### src/rtl/regwin_pkg.sv
package regwin_pkg;
  localparam logic [7:0] OFS_SEL = 8'h00;
  localparam logic [7:0] OFS_WIN = 8'h10;
  localparam logic [7:0] OFS_EOI = 8'h40;
  localparam logic [2:0] FULL_SIZE = 3'd4;
  localparam logic [31:0] TBL_BASE = 32'h10;
  localparam int ID_SHIFT = 24;
  localparam int ID_W = 4;
  localparam int VER_ENT_SHIFT = 16;
  localparam int DS_BIT = 12;
  localparam int RP_BIT = 14;
  localparam int TRIG_BIT = 15;
  localparam logic [63:0] RW_MASK = 64'hFF00_0000_0001_AFFF;
  localparam logic [63:0] RO_MASK = (64'd1 << DS_BIT) | (64'd1 << RP_BIT);
  localparam logic [63:0] ENTRY_RST = 64'h0000_0000_0001_0000;

  typedef enum logic [2:0] {
    SRC_ZERO, SRC_SEL, SRC_ID, SRC_VER, SRC_TLO, SRC_THI
  } rdSrc_t;

  typedef struct packed {
    logic selWr;
    logic idWr;
    logic tblWr;
    logic tblHi;
    logic eoiWr;
    logic rdReq;
  } winStrb_t;
endpackage

### src/rtl/regwin_ctrl.sv
module regwin_ctrl
  import regwin_pkg::*;
#(
  parameter int NUM_PINS = 24,
  parameter int IDX_W = 5,
  parameter bit EOI_EN = 1'b0
) (
  input  logic             busValid,
  input  logic             busWrite,
  input  logic [7:0]       busAddr,
  input  logic [2:0]       busSize,
  input  logic [31:0]      selReg,
  output winStrb_t         strb,
  output logic [IDX_W-1:0] tblIdx,
  output rdSrc_t           rdSrc
);
  logic addrSel, addrWin, addrEoi, sizeOk, inRange;
  logic [31:0] idx32;

  assign addrSel = (busAddr == OFS_SEL);
  assign addrWin = (busAddr == OFS_WIN);
  assign addrEoi = (busAddr == OFS_EOI);
  assign sizeOk  = (busSize == FULL_SIZE);

  // entry index from the select value, with range check
  assign idx32   = (selReg - TBL_BASE) >> 1;
  assign inRange = (selReg >= TBL_BASE) && (idx32 < 32'(NUM_PINS));
  assign tblIdx  = idx32[IDX_W-1:0];

  always_comb begin
    strb = '0;
    if (busValid && busWrite) begin
      strb.selWr = addrSel;
      strb.idWr  = addrWin && sizeOk && (selReg == 32'd0);
      strb.tblWr = addrWin && sizeOk && inRange;
      strb.eoiWr = addrEoi && sizeOk && EOI_EN;
    end
    strb.tblHi = selReg[0];
    strb.rdReq = busValid && !busWrite;
  end

  always_comb begin
    rdSrc = SRC_ZERO;
    if (addrSel) rdSrc = SRC_SEL;
    else if (addrWin && sizeOk) begin
      if (selReg == 32'd0 || selReg == 32'd2) rdSrc = SRC_ID;
      else if (selReg == 32'd1) rdSrc = SRC_VER;
      else if (inRange) rdSrc = selReg[0] ? SRC_THI : SRC_TLO;
    end
  end
endmodule

### src/rtl/regwin_dp.sv
module regwin_dp
  import regwin_pkg::*;
#(
  parameter int NUM_PINS = 24,
  parameter int IDX_W = 5,
  parameter logic [7:0] VERSION = 8'h11
) (
  input  logic                clk,
  input  logic                rstN,
  input  winStrb_t            strb,
  input  logic [IDX_W-1:0]    tblIdx,
  input  rdSrc_t              rdSrc,
  input  logic [31:0]         wdata,
  input  logic [NUM_PINS-1:0] rpSet,
  input  logic [NUM_PINS-1:0] rpClr,
  output logic [31:0]         selReg,
  output logic [31:0]         rdata,
  output logic                rdValid,
  output logic                entryChg,
  output logic [IDX_W-1:0]    chgIndex,
  output logic                eoiValid,
  output logic [7:0]          eoiVector
);
  localparam logic [31:0] VER_WORD = 32'(VERSION) | (32'(NUM_PINS - 1) << VER_ENT_SHIFT);

  logic [ID_W-1:0] idReg;
  logic [NUM_PINS-1:0][63:0] tbl;
  logic [31:0] rdNext;

  always_ff @(posedge clk) begin
    if (!rstN) begin
      selReg <= '0;
      idReg  <= '0;
    end else begin
      if (strb.selWr) selReg <= wdata;
      if (strb.idWr)  idReg  <= wdata[ID_SHIFT +: ID_W];
    end
  end

  for (genvar i = 0; i < NUM_PINS; i++) begin : gEnt
    logic hit;
    logic [63:0] nxt;
    always_comb begin
      hit = strb.tblWr && (tblIdx == IDX_W'(i));
      nxt = tbl[i];
      if (hit) begin
        if (strb.tblHi) nxt[63:32] = wdata;
        else            nxt[31:0]  = wdata;
      end
      nxt = (nxt & RW_MASK) | (tbl[i] & RO_MASK);
      nxt[RP_BIT] = (tbl[i][RP_BIT] | rpSet[i]) & ~rpClr[i];
      if (hit && !nxt[TRIG_BIT]) nxt[RP_BIT] = 1'b0;
    end
    always_ff @(posedge clk) begin
      if (!rstN) tbl[i] <= ENTRY_RST;
      else       tbl[i] <= nxt;
    end
  end

  always_comb begin
    case (rdSrc)
      SRC_SEL: rdNext = selReg;
      SRC_ID:  rdNext = 32'(idReg) << ID_SHIFT;
      SRC_VER: rdNext = VER_WORD;
      SRC_TLO: rdNext = tbl[tblIdx][31:0];
      SRC_THI: rdNext = tbl[tblIdx][63:32];
      default: rdNext = '0;
    endcase
  end

  always_ff @(posedge clk) begin
    if (!rstN) begin
      rdata     <= '0;
      rdValid   <= 1'b0;
      entryChg  <= 1'b0;
      chgIndex  <= '0;
      eoiValid  <= 1'b0;
      eoiVector <= '0;
    end else begin
      rdValid  <= strb.rdReq;
      if (strb.rdReq) rdata <= rdNext;
      entryChg <= strb.tblWr;
      if (strb.tblWr) chgIndex <= tblIdx;
      eoiValid <= strb.eoiWr;
      if (strb.eoiWr) eoiVector <= wdata[7:0];
    end
  end

  // checker support: index of the previous cycle
  logic [IDX_W-1:0] lastIdx;
  always_ff @(posedge clk) lastIdx <= tblIdx;

  AST_EDGE_CLEARS_RP: assert property (@(posedge clk) disable iff (!rstN)
    strb.tblWr |=> !(!tbl[lastIdx][TRIG_BIT] && tbl[lastIdx][RP_BIT]));
  AST_SEL_HOLDS: assert property (@(posedge clk) disable iff (!rstN)
    !strb.selWr |=> $stable(selReg));
  AST_ID_HOLDS: assert property (@(posedge clk) disable iff (!rstN)
    !strb.idWr |=> $stable(idReg));
  AST_CHG_FOLLOWS: assert property (@(posedge clk) disable iff (!rstN)
    strb.tblWr |=> (entryChg && chgIndex == lastIdx));
endmodule

### src/rtl/redir_regwin.sv
module redir_regwin
  import regwin_pkg::*;
#(
  parameter int NUM_PINS = 24,
  parameter logic [7:0] VERSION = 8'h11,
  localparam int IDX_W = $clog2(NUM_PINS)
) (
  input  logic                clk,
  input  logic                rstN,
  input  logic                busValid,
  input  logic                busWrite,
  input  logic [7:0]          busAddr,
  input  logic [2:0]          busSize,
  input  logic [31:0]         busWdata,
  input  logic [NUM_PINS-1:0] rpSet,
  input  logic [NUM_PINS-1:0] rpClr,
  output logic [31:0]         busRdata,
  output logic                rdValid,
  output logic                entryChg,
  output logic [IDX_W-1:0]    chgIndex,
  output logic                eoiValid,
  output logic [7:0]          eoiVector
);
  localparam bit EOI_EN = (VERSION == 8'h20);

  initial AST_VERSION_LEGAL: assert (VERSION == 8'h11 || VERSION == 8'h20);

  winStrb_t strb;
  logic [IDX_W-1:0] tblIdx;
  rdSrc_t rdSrc;
  logic [31:0] selReg;

  regwin_ctrl #(.NUM_PINS(NUM_PINS), .IDX_W(IDX_W), .EOI_EN(EOI_EN)) uCtrl (
    .busValid(busValid), .busWrite(busWrite), .busAddr(busAddr),
    .busSize(busSize), .selReg(selReg), .strb(strb), .tblIdx(tblIdx),
    .rdSrc(rdSrc)
  );

  regwin_dp #(.NUM_PINS(NUM_PINS), .IDX_W(IDX_W), .VERSION(VERSION)) uDp (
    .clk(clk), .rstN(rstN), .strb(strb), .tblIdx(tblIdx), .rdSrc(rdSrc),
    .wdata(busWdata), .rpSet(rpSet), .rpClr(rpClr), .selReg(selReg),
    .rdata(busRdata), .rdValid(rdValid), .entryChg(entryChg),
    .chgIndex(chgIndex), .eoiValid(eoiValid), .eoiVector(eoiVector)
  );

  AST_EOI_FULL_SIZE: assert property (@(posedge clk) disable iff (!rstN)
    eoiValid |-> ($past(busSize) == FULL_SIZE && $past(busAddr) == OFS_EOI));
  AST_SHORT_READ_ZERO: assert property (@(posedge clk) disable iff (!rstN)
    (rdValid && $past(busAddr) == OFS_WIN && $past(busSize) != FULL_SIZE)
      |-> busRdata == 32'd0);
endmodule

### config.mk
export PLATFORM = sky130hd
export DESIGN_NAME = redir_regwin
export DESIGN_NICKNAME = d
export VERILOG_FILES = /design/src/rtl/regwin_pkg.sv /design/src/rtl/regwin_ctrl.sv /design/src/rtl/regwin_dp.sv /design/src/rtl/redir_regwin.sv
export SDC_FILE = /design/constraint.sdc
export NUM_CORES = 1
export LEC_CHECK = 0
export BUFFER_PORTS_ARGS = -buffer_cell sky130_fd_sc_hd__buf_2
export CAP_MARGIN = 15
export CORE_MARGIN = 2
export CORE_UTILIZATION = 50
export DETAILED_ROUTE_END_ITERATION = 10
export GPL_TIMING_DRIVEN = 0
export PLACE_DENSITY_LB_ADDON = 0.3
export SLEW_MARGIN = 20
export SYNTH_ARGS = -nofsm -noshare
export SYNTH_HDL_FRONTEND = slang
export SYNTH_HIERARCHICAL = 1
export SYNTH_SLANG_ARGS = --single-unit
### constraint.sdc
create_clock -name clk -period 6.21 [get_ports clk]
set_input_delay 1.242 -clock clk [delete_from_list [all_inputs] [get_ports clk]]
set_output_delay 1.242 -clock clk [all_outputs]
set_load 0.005 [all_outputs]
# After elaboration in Yosys (flattened, before gate mapping)
# Cells that the tools add are included.
# totals
register_bits,1611
elab_cells,376
# op_classes
n_addsub,1
magnitude_cmp,3
n_eq_ne,32
mux,82
bitwise_logic,97
reduce_logical,107
# ops
operator,count
64-bit two-way mux,25
32-bit two-way mux,48
64-bit by 15-bit bitwise OR with 64-bit output,24
64-bit binary-select mux with 5-bit select,1
32-bit case mux with 5 select lines,1
1-bit logical AND,54
2-bit OR reduction,24
"5-bit by 4-bit == test with 1-bit output, second input constant",8
"5-bit == test, second input constant",8
"32-bit by 1-bit == test with 1-bit output, second input constant",1
"32-bit by 2-bit == test with 1-bit output, second input constant",1
"32-bit by 5-bit greater-or-equal comparator with 1-bit output, second input constant",1
32-bit zero test,1
"32-bit by 5-bit subtractor with 32-bit output, second input constant",1
"31-bit by 5-bit < comparator with 1-bit output, second input constant",1
1-bit zero test,25
1-bit inverter,25
1-bit bitwise AND,24
1-bit bitwise OR,24
"5-bit by 3-bit == test with 1-bit output, second input constant",4
3-bit two-way mux,6
"5-bit by 2-bit == test with 1-bit output, second input constant",2
"3-bit == test, second input constant",3
"8-bit by 5-bit == test with 1-bit output, second input constant",1
8 further kinds,9

# Depth between registers and ports, before layout
# Gate-level depths: netlist (run 1).
# depth
depth_word,11
ltp_mapped,16

# Cells and area by module
# The synthesis (run 1) kept the hierarchy.
# modules_own_cells
mod,instances,cells_each,area_per_inst_um2,seq_area_each_um2
regwin_dp,1,3369,31226.2,13212.7
regwin_ctrl,1,64,479.2,0.0

# Least setup slack after synthesis (run 1)
# No wires, ideal clock.
# synth_path
path_type,input port to flip-flop
from,input port busAddr[2]
to,register uDp/tbl[1040] (netlist name)
setup_ns,0.129
arrival_time_ns,3.674
path_slack_ns,2.407
cell_stages,13
n_path_buf,3
cell_sequence,nor4_4 -> nand4_2 -> nor4_1 -> o2111a_1 -> and4_1 -> and2b_1 -> buf_2 -> nand4bb_1 -> buf_2 -> nor4_4 -> buf_6 -> mux2i_1 -> nand2_1
# synth_lines
item,line_no,rtl
start: declaration,redir_regwin.sv:12,"input logic [7:0] busAddr,"
end signal: indexed assignment,regwin_dp.sv:56,else tbl[i] <= nxt;
end: declaration,regwin_dp.sv:27,logic [NUM_PINS-1:0][63:0] tbl;

==> results of run 1 <==
## registers in the layout (all words and copies together) (netlist names)
register,cells
uDp/idReg,4
uDp/eoiValid,1
uDp/rdValid,1
uDp/chgIndex,5
uDp/entryChg,1
uDp/eoiVector,8
uDp/rdata,32
uDp/tbl,576
uDp/selReg,32
## power by group through the flow
| stage | clock (mW) | sequential (mW) | combinational [mW] |
|---|---|---|---|
| after global routing | 4.44 | 4.25 | 0.354 |
| after global placement | 0 | 4.35 | 0.332 |
| after detailed placement | 0 | 4.35 | 0.332 |
| final | 4.23 | 4.25 | 0.347 |
| after CTS | 4.26 | 4.25 | 0.334 |
| after floorplan | 0 | 4.34 | 0.173 |
## worst max-delay path: stages
cell      delay [ns]
buf_2           0.11
nor4_4          0.38
nand4_2         0.18
nor4_1          0.41
o2111a_1        0.29
and4_1          0.20
and2b_1         0.12
buf_2           0.25
buf_2           0.49
and4b_1         0.26
buf_2           0.24
clkbuf_1        0.71
nand3_1         0.14
a21boi_0        0.19
## path summary, 6_finish.rpt
kind                            slack, ns                        end                       start
worst max-delay path                 1.52  uDp/tbl[251]$_SDFFE_PN0P_                  busAddr[2]
worst min-delay path                 0.45  uDp/tbl[517]$_SDFFE_PN0P_   uDp/tbl[517]$_SDFFE_PN0P_
worst max register to register       1.56  uDp/tbl[251]$_SDFFE_PN0P_  uDp/selReg[4]$_SDFFE_PN0P_
worst min register to register       0.45  uDp/tbl[517]$_SDFFE_PN0P_   uDp/tbl[517]$_SDFFE_PN0P_
## cells by family after synthesis
logic type	Yosys count	share of synthesized area, %
xor gates and xnor gates	5	0.138
and+or+nand+nor	1208	19.3
other	1	0.0118
AOI/OAI and AO/OA	718	15.8
adders and majority gates	1	0.0395
DFF	660	41.7
muxes	493	17.5
buffers and inverters	347	5.49
## layout by cell type, fill, tap and decap left out, types with 46 or more instances in the layout
cell type  netlist  final
a21boi_0       314    314
a21boi_1        47     47
a21oi_1         46     46
buf_2           66    184
clkbuf_1       188    209
clkbuf_16        0     75
dfxtp_1        660    660
mux2i_1        431    431
mux4_2          48     48
nand2_1        681    681
nand3_1         55     55
nor2_1          55     55
nor2b_1        258    258
o21ai_0        120    120
## layout make-up
class,count,area [µm²]
diodes,2,5.00
plain buffers,324,1650
clock buffers,114,2190
clock inverters,13,104
fillers,5701,27200
inverters,23,86.3
multi-input cells,2426,16800
flip-flops and latches,660,13200
well taps,846,1060
repair buffers,118,591
## per-stage QoR
stage | cells | worst slack [ns] | area [µm²] | hold WS [ns]
CTS | 4524 | 1.74 | 35700 | 0.453
global route | 4525 | 1.46 | 35700 | 0.470
finish | 4526 | 1.52 | 35700 | 0.452
global placement | 4397 | 1.24 | 33400 | 0.440
detailed placement | 4397 | 1.22 | 33400 | 0.445
floorplan | 3433 | 2.41 | 31700 | 0.432
## per-layer routing
metal,vias to the layer above,part of all wire (%)
met1,13000,40
met3,340,9.9
met2,1509,44
met5,-,0.012
li1,12300,-
met4,2,5.8
==> flow_summary_export.csv, run 1 <==
group,metric,value,unit
global_routing,use_met2,51.3,%
power,p_sw,2.02,mW
placed_design,port_buffers,118,
yosys,yosysMostFrequentCell,"nand2_1",
sta,report.final.slew_viol_count,0,
sta,tightest_slew,0.979,ns
clock_network,cts_tree,"done",
floorplanning,io_pins,143,
worst_setup_path,cp.required,6.74,ns
yosys,avgSynthCellArea,9.24,µm²
clock_network,cts-root-buf,"clkbuf_16",
drt,ant_nets,0,
floorplanning,start_util,50.4,%
clock_network,clockBufferDepth,3,
status,status,"finished, final reports clean",
global_routing,grt_max_degree,13,
power,power,8.83,mW
drt,via_per_inst,5.99,
floorplanning,fp.dieArea,65400,µm²
finish,drive_gt1_share,13.6,%
floorplanning,die_x,256,µm
placed_design,gp_congestion,1.03,
clock_network,cts_inserted_buffers,72,
yosys,synth_area_leaders,"dfxtp_1 (42%), mux2i_1 (14%), nand2_1 (8.1%), a21boi_0 (7.4%), nor2b_1 (5.1%)",
clock_network,htreeDepth,3,
clock_network,cts.sinks,660,
yosys,synth_edf_count,0,
yosys,synth_top_flop_cell,"dfxtp_1",
finish,fin_nets,3721,
drt,routedWlPerCell,24.5,µm
yosys,ys_seq_area_share,41.7,%
global_routing,grt.total_usage,32.8,%
clock_network,path_clk_slew,0.06,ns
sta,relSlewSlack,34.7,%
yosys,syn_nets,3529,
drt,via_count,27100,
floorplanning,rows,92,
worst_setup_path,critPathKind,"input pin to flip-flop",
drt,drt_iter0_markers,3238,
yosys,ys_seq_elements,660,
power,netSwitchingFraction,22.8,%
min_path,min_path_type,"flip-flop to flip-flop",
sta,fin_crit_sh,75.6,%
worst_setup_path,cp-end-kind,"flip-flop",
drt,wl,111000,µm
sta,setup_viol,0,
power,p_int,6.81,mW
yosys,netlist_area,31700,µm²
clock_network,cts-hold-fix-buffers,0,
global_routing,antenna_found_initial,4,
worst_setup_path,cp-start-kind,"input pin",
global_routing,grt-busiest-layer,"met2",
min_path,holdPathStages,2,
power,pwr-share-comb,3.9,%
worst_setup_path,r2r_cells,15,
finish,fin_util,56.7,%
placed_design,dpl.hpwl,82300,µm
sta,finalClockSkew,0.0277,ns
yosys,yosys_warnings,6,
clock_network,cts_resized,0,
global_routing,grt_overflow_total,0,
drt,drc,0,
global_routing,grt_pass1_wl,163000,µm
sta,fmax,213,MHz
global_routing,met1_usage,42.2,%
run,maxCapViolations,0,
global_routing,grt_use_met3,7.10,%
global_routing,grt_pass1_vias,25900,
sta,min_period,4.69,ns
yosys,synth_common_cells,"nand2_1 (681), dfxtp_1 (660), mux2i_1 (431)",
worst_setup_path,path_max_fanout,10,
clock_network,cts_setup_buffers,0,
yosys,synth_top_area_share,41.7,%
power,irDropWorstVdd,0.000169,V
power,powerDensity,248,nW/µm²
power,seq_power_share,48.2,%
clock_network,clk_latency,0.63,ns
sta,tns,0,ns
yosys,synthArstFlopShare,0,%
finish,area_delta_synth_final,12.5,%
yosys,syn_inst,3433,
floorplanning,die_h,256,µm
yosys,synth_top_area_cell,"dfxtp_1",
worst_setup_path,arrival,5.22,ns
sta,hold_viol,0,
power,p_leak,11.8,nW
drt,firstDrtPassIters,7,
yosys,yosys.cell_types.count,77,
floorplanning,core,62900,µm²
sta,rsz0062_at_grt,"no",
power,clockPowerShare,47.9,%
Power figures use the tool's default switching activity.
==> run 2: changes to the inputs <==
clock period = 4.4 ns   (was 6.21 ns; I/O delays follow)
==> run 2 against run 1 <==
Core utilization is essentially flat. Setup slack lost 1.4 ns. Wire length barely moved. Critical path depth stayed put. Non-clock buffer count is 2 higher. Largest power group unchanged. Flip-flop and latch count is the same. Clock power grew 41%. First-iteration DRC count is 1.7% lower. Worst hold slack got worse by 0.039 ns. Global-route usage did not move. Register-to-register slack worse by 1.4 ns. Combinational power rose by 41%.
==> flow_summary_export.csv, run 2 (synthesis gave the netlist of run 1 again) <==
group,metric,value,unit
status,status,"finished, final reports clean",
clock_network,htreeDepth,3,
floorplanning,fp.dieArea,65400,µm²
sta,tightest_slew,0.949,ns
min_path,holdPathStages,2,
global_routing,grt_overflow_total,0,
clock_network,cts.sinks,660,
sta,min_period,4.26,ns
clock_network,clockBufferDepth,3,
worst_setup_path,cp-start-kind,"flip-flop",
placed_design,port_buffers,118,
clock_network,path_clk_slew,0.06,ns
finish,fin_nets,3723,
sta,report.final.slew_viol_count,0,
finish,fin_area,35700,µm²
clock_network,cts-root-buf,"clkbuf_16",
min_path,min_from,"rpClr[18]",
sta,fin_crit_sh,96.9,%
worst_setup_path,cp.required,4.93,ns
drt,firstDrtPassIters,9,
global_routing,grt.total_usage,32.8,%
sta,finalClockSkew,0.0286,ns
global_routing,use_met2,51.3,%
power,p_int,9.62,mW
worst_setup_path,path_cells,"inv_1 -> ha_1 -> nor3_1 -> nand4_1 -> nor4_1 -> o2111a_1 -> a41oi_1 -> o21ai_1 -> buf_2 -> nor3_1 -> a211oi_1 -> clkbuf_1 -> o21ai_0 -> a211oi_2",
sta,tns,0,ns
worst_setup_path,rr_startpoint,"uDp/selReg[4]$_SDFFE_PN0P_",
finish,reg.largest.list,"uDp/tbl: 576 flops, uDp/rdata: 32 flops, uDp/selReg: 32 flops",
finish,fin_cells,4527,
power,irDropWorstVdd,0.000240,V
worst_setup_path,cp-end-kind,"flip-flop",
global_routing,antenna_found_initial,4,
global_routing,grt-busiest-layer,"met2",
worst_setup_path,cpMostUsedCell,"nor3_1",
finish,mostFrequentLayoutCells,"nand2_1 (681), dfxtp_1 (660), mux2i_1 (431), a21boi_0 (314), nor2b_1 (258)",
worst_setup_path,r2r_cells,14,
power,powerDensity,350,nW/µm²
drt,via_count,27000,
global_routing,grt_pass1_wl,163000,µm
power,p_sw,2.86,mW
sta,hold_viol,0,
floorplanning,rows,92,
sta,relSlewSlack,36.7,%
finish,largest_register,"uDp/tbl",
drt,drt_iter0_markers,3184,
global_routing,met1_usage,42.2,%
drt,routedWlPerCell,24.5,µm
placed_design,gp_congestion,1.03,
finish,fin_util,56.8,%
placed_design,placed_area,33400,µm²
drt,wl,111000,µm
finish,drive_gt1_share,13.8,%
worst_setup_path,path_max_fanout,10,
power,seq_power_share,48.1,%
power,power,12.5,mW
sta,whs,0.413,ns
placed_design,dp.cells,4397,
clock_network,cts_inserted_buffers,72,
finish,seqCellArea,13200,µm²
worst_setup_path,cpPeakStageDelay,0.68,ns
worst_setup_path,critPathKind,"flip-flop to flip-flop",
drt,drc,0,
worst_setup_path,arrival,4.80,ns
run,maxCapViolations,0,
power,clockPowerShare,48.0,%
finish,area_delta_synth_final,12.5,%
finish,fillers,5701,
global_routing,grt_use_met3,7.10,%
sta,setup_viol,0,
finish,final_common_cell,"nand2_1",
clock_network,clk_latency,0.63,ns
worst_setup_path,crit_slowest_cell,"a211oi_1",
sta,rsz0062_at_grt,"no",
drt,via_per_inst,5.97,
min_path,min_path_type,"input pin to flip-flop",
worst_setup_path,ff2ff_setup_slack,0.14,ns
drt,ant_nets,0,
placed_design,dp_slack,-0.230,ns
floorplanning,core,62900,µm²
floorplanning,start_util,50.4,%
floorplanning,die_x,256,µm
global_routing,grt_pass1_vias,25900,
sta,setup_slack,0.136,ns
placed_design,dpl.hpwl,82300,µm
power,pwr-share-comb,3.9,%
sta,fmax,235,MHz
power,p_leak,11.8,nW
global_routing,grt_max_degree,13,
floorplanning,io_pins,143,
worst_setup_path,rr_endpoint,"uDp/rdata[13]$_SDFFE_PN0P_",
clock_network,cts_tree,"done",
finish,multi_input_area,16800,µm²
power,netSwitchingFraction,22.9,%
finish,largest_register_ffs,576,
min_path,min_to,"uDp/tbl[1166]$_SDFF_PP0_",
floorplanning,die_h,256,µm
## run 2: cell types whose count changed in the layout (fill, tap and decap cells not counted)
cell      before  now
clkbuf_4       0    1
buf_4         36   38
clkbuf_1     209  207
buf_2        184  183
diode_2        2    1
clkbuf_2       1    3
## run 2: timing repair
| item | in CTS | in global routing |
|---|---|---|
| setup endpoints to repair | 0 | 111 |
| resized for setup | 0 | 6 |
| hold buffers | 0 | 0 |
| buffers inserted | 0 | 2 |
## run 2: power by group through the flow
| stage | combinational [mW] | clock, mW | sequential, mW |
|---|---|---|---|
| after detailed placement | 0.469 | 0 | 6.13 |
| after floorplan | 0.244 | 0 | 6.13 |
| after global routing | 0.499 | 6.26 | 6.00 |
| final | 0.489 | 5.98 | 6.00 |
| after global placement | 0.468 | 0 | 6.13 |
| after CTS | 0.471 | 6.01 | 6.00 |
## run 2: critical path: cells and delay by family, from the launching register on
| kind | cells | cell delay, ns |
|---|---|---|
| AND/OR/NAND/NOR | 4 | 0.73 |
| buffers and inverters | 3 | 0.95 |
| AO/OA/AOI/OAI | 6 | 1.66 |
| adder cells (fa/ha/maj) | 1 | 0.31 |
| flip-flops | 1 | 0.51 |
## run 2: cell type report
cell class                      instances  share of cell area [%]
Timing Repair Buffer                  120                    1.70
Clock buffer                          114                    6.15
Antenna cell                            1                 0.00701
Clock inverter                         13                   0.291
Buffer                                324                    4.65
Inverter                               23                   0.242
Tap cell                              846                    2.97
Sequential cell                       660                    37.0
Multi-Input combinational cell       2426                    47.0
## run 2: worst max-delay path by stage
stage | start | end | slack, ns | depth (start not counted)
2_1_floorplan | busAddr[2] | uDp/tbl[1040]$_SDFFE_PN1P_ | 0.96 | 13
3_3_place_gp | busAddr[2] | uDp/tbl[251]$_SDFFE_PN0P_ | -0.20 | 14
3_5_place_dp | busAddr[2] | uDp/tbl[251]$_SDFFE_PN0P_ | -0.23 | 14
4_1_cts | uDp/selReg[4]$_SDFFE_PN0P_ | uDp/tbl[251]$_SDFFE_PN0P_ | 0.007 | 15
5_1_grt | uDp/selReg[4]$_SDFFE_PN0P_ | uDp/tbl[336]$_SDFFE_PN1P_ | 0.003 | 16
6_report | uDp/selReg[4]$_SDFFE_PN0P_ | uDp/rdata[13]$_SDFFE_PN0P_ | 0.14 | 14
## run 2: metal layers
layer  up-vias  routed length [µm]
met2      1531               49000
met1     12900               44200
met3       318               11300
met4         2                6370
li1      12300                   -
met5         -                  13
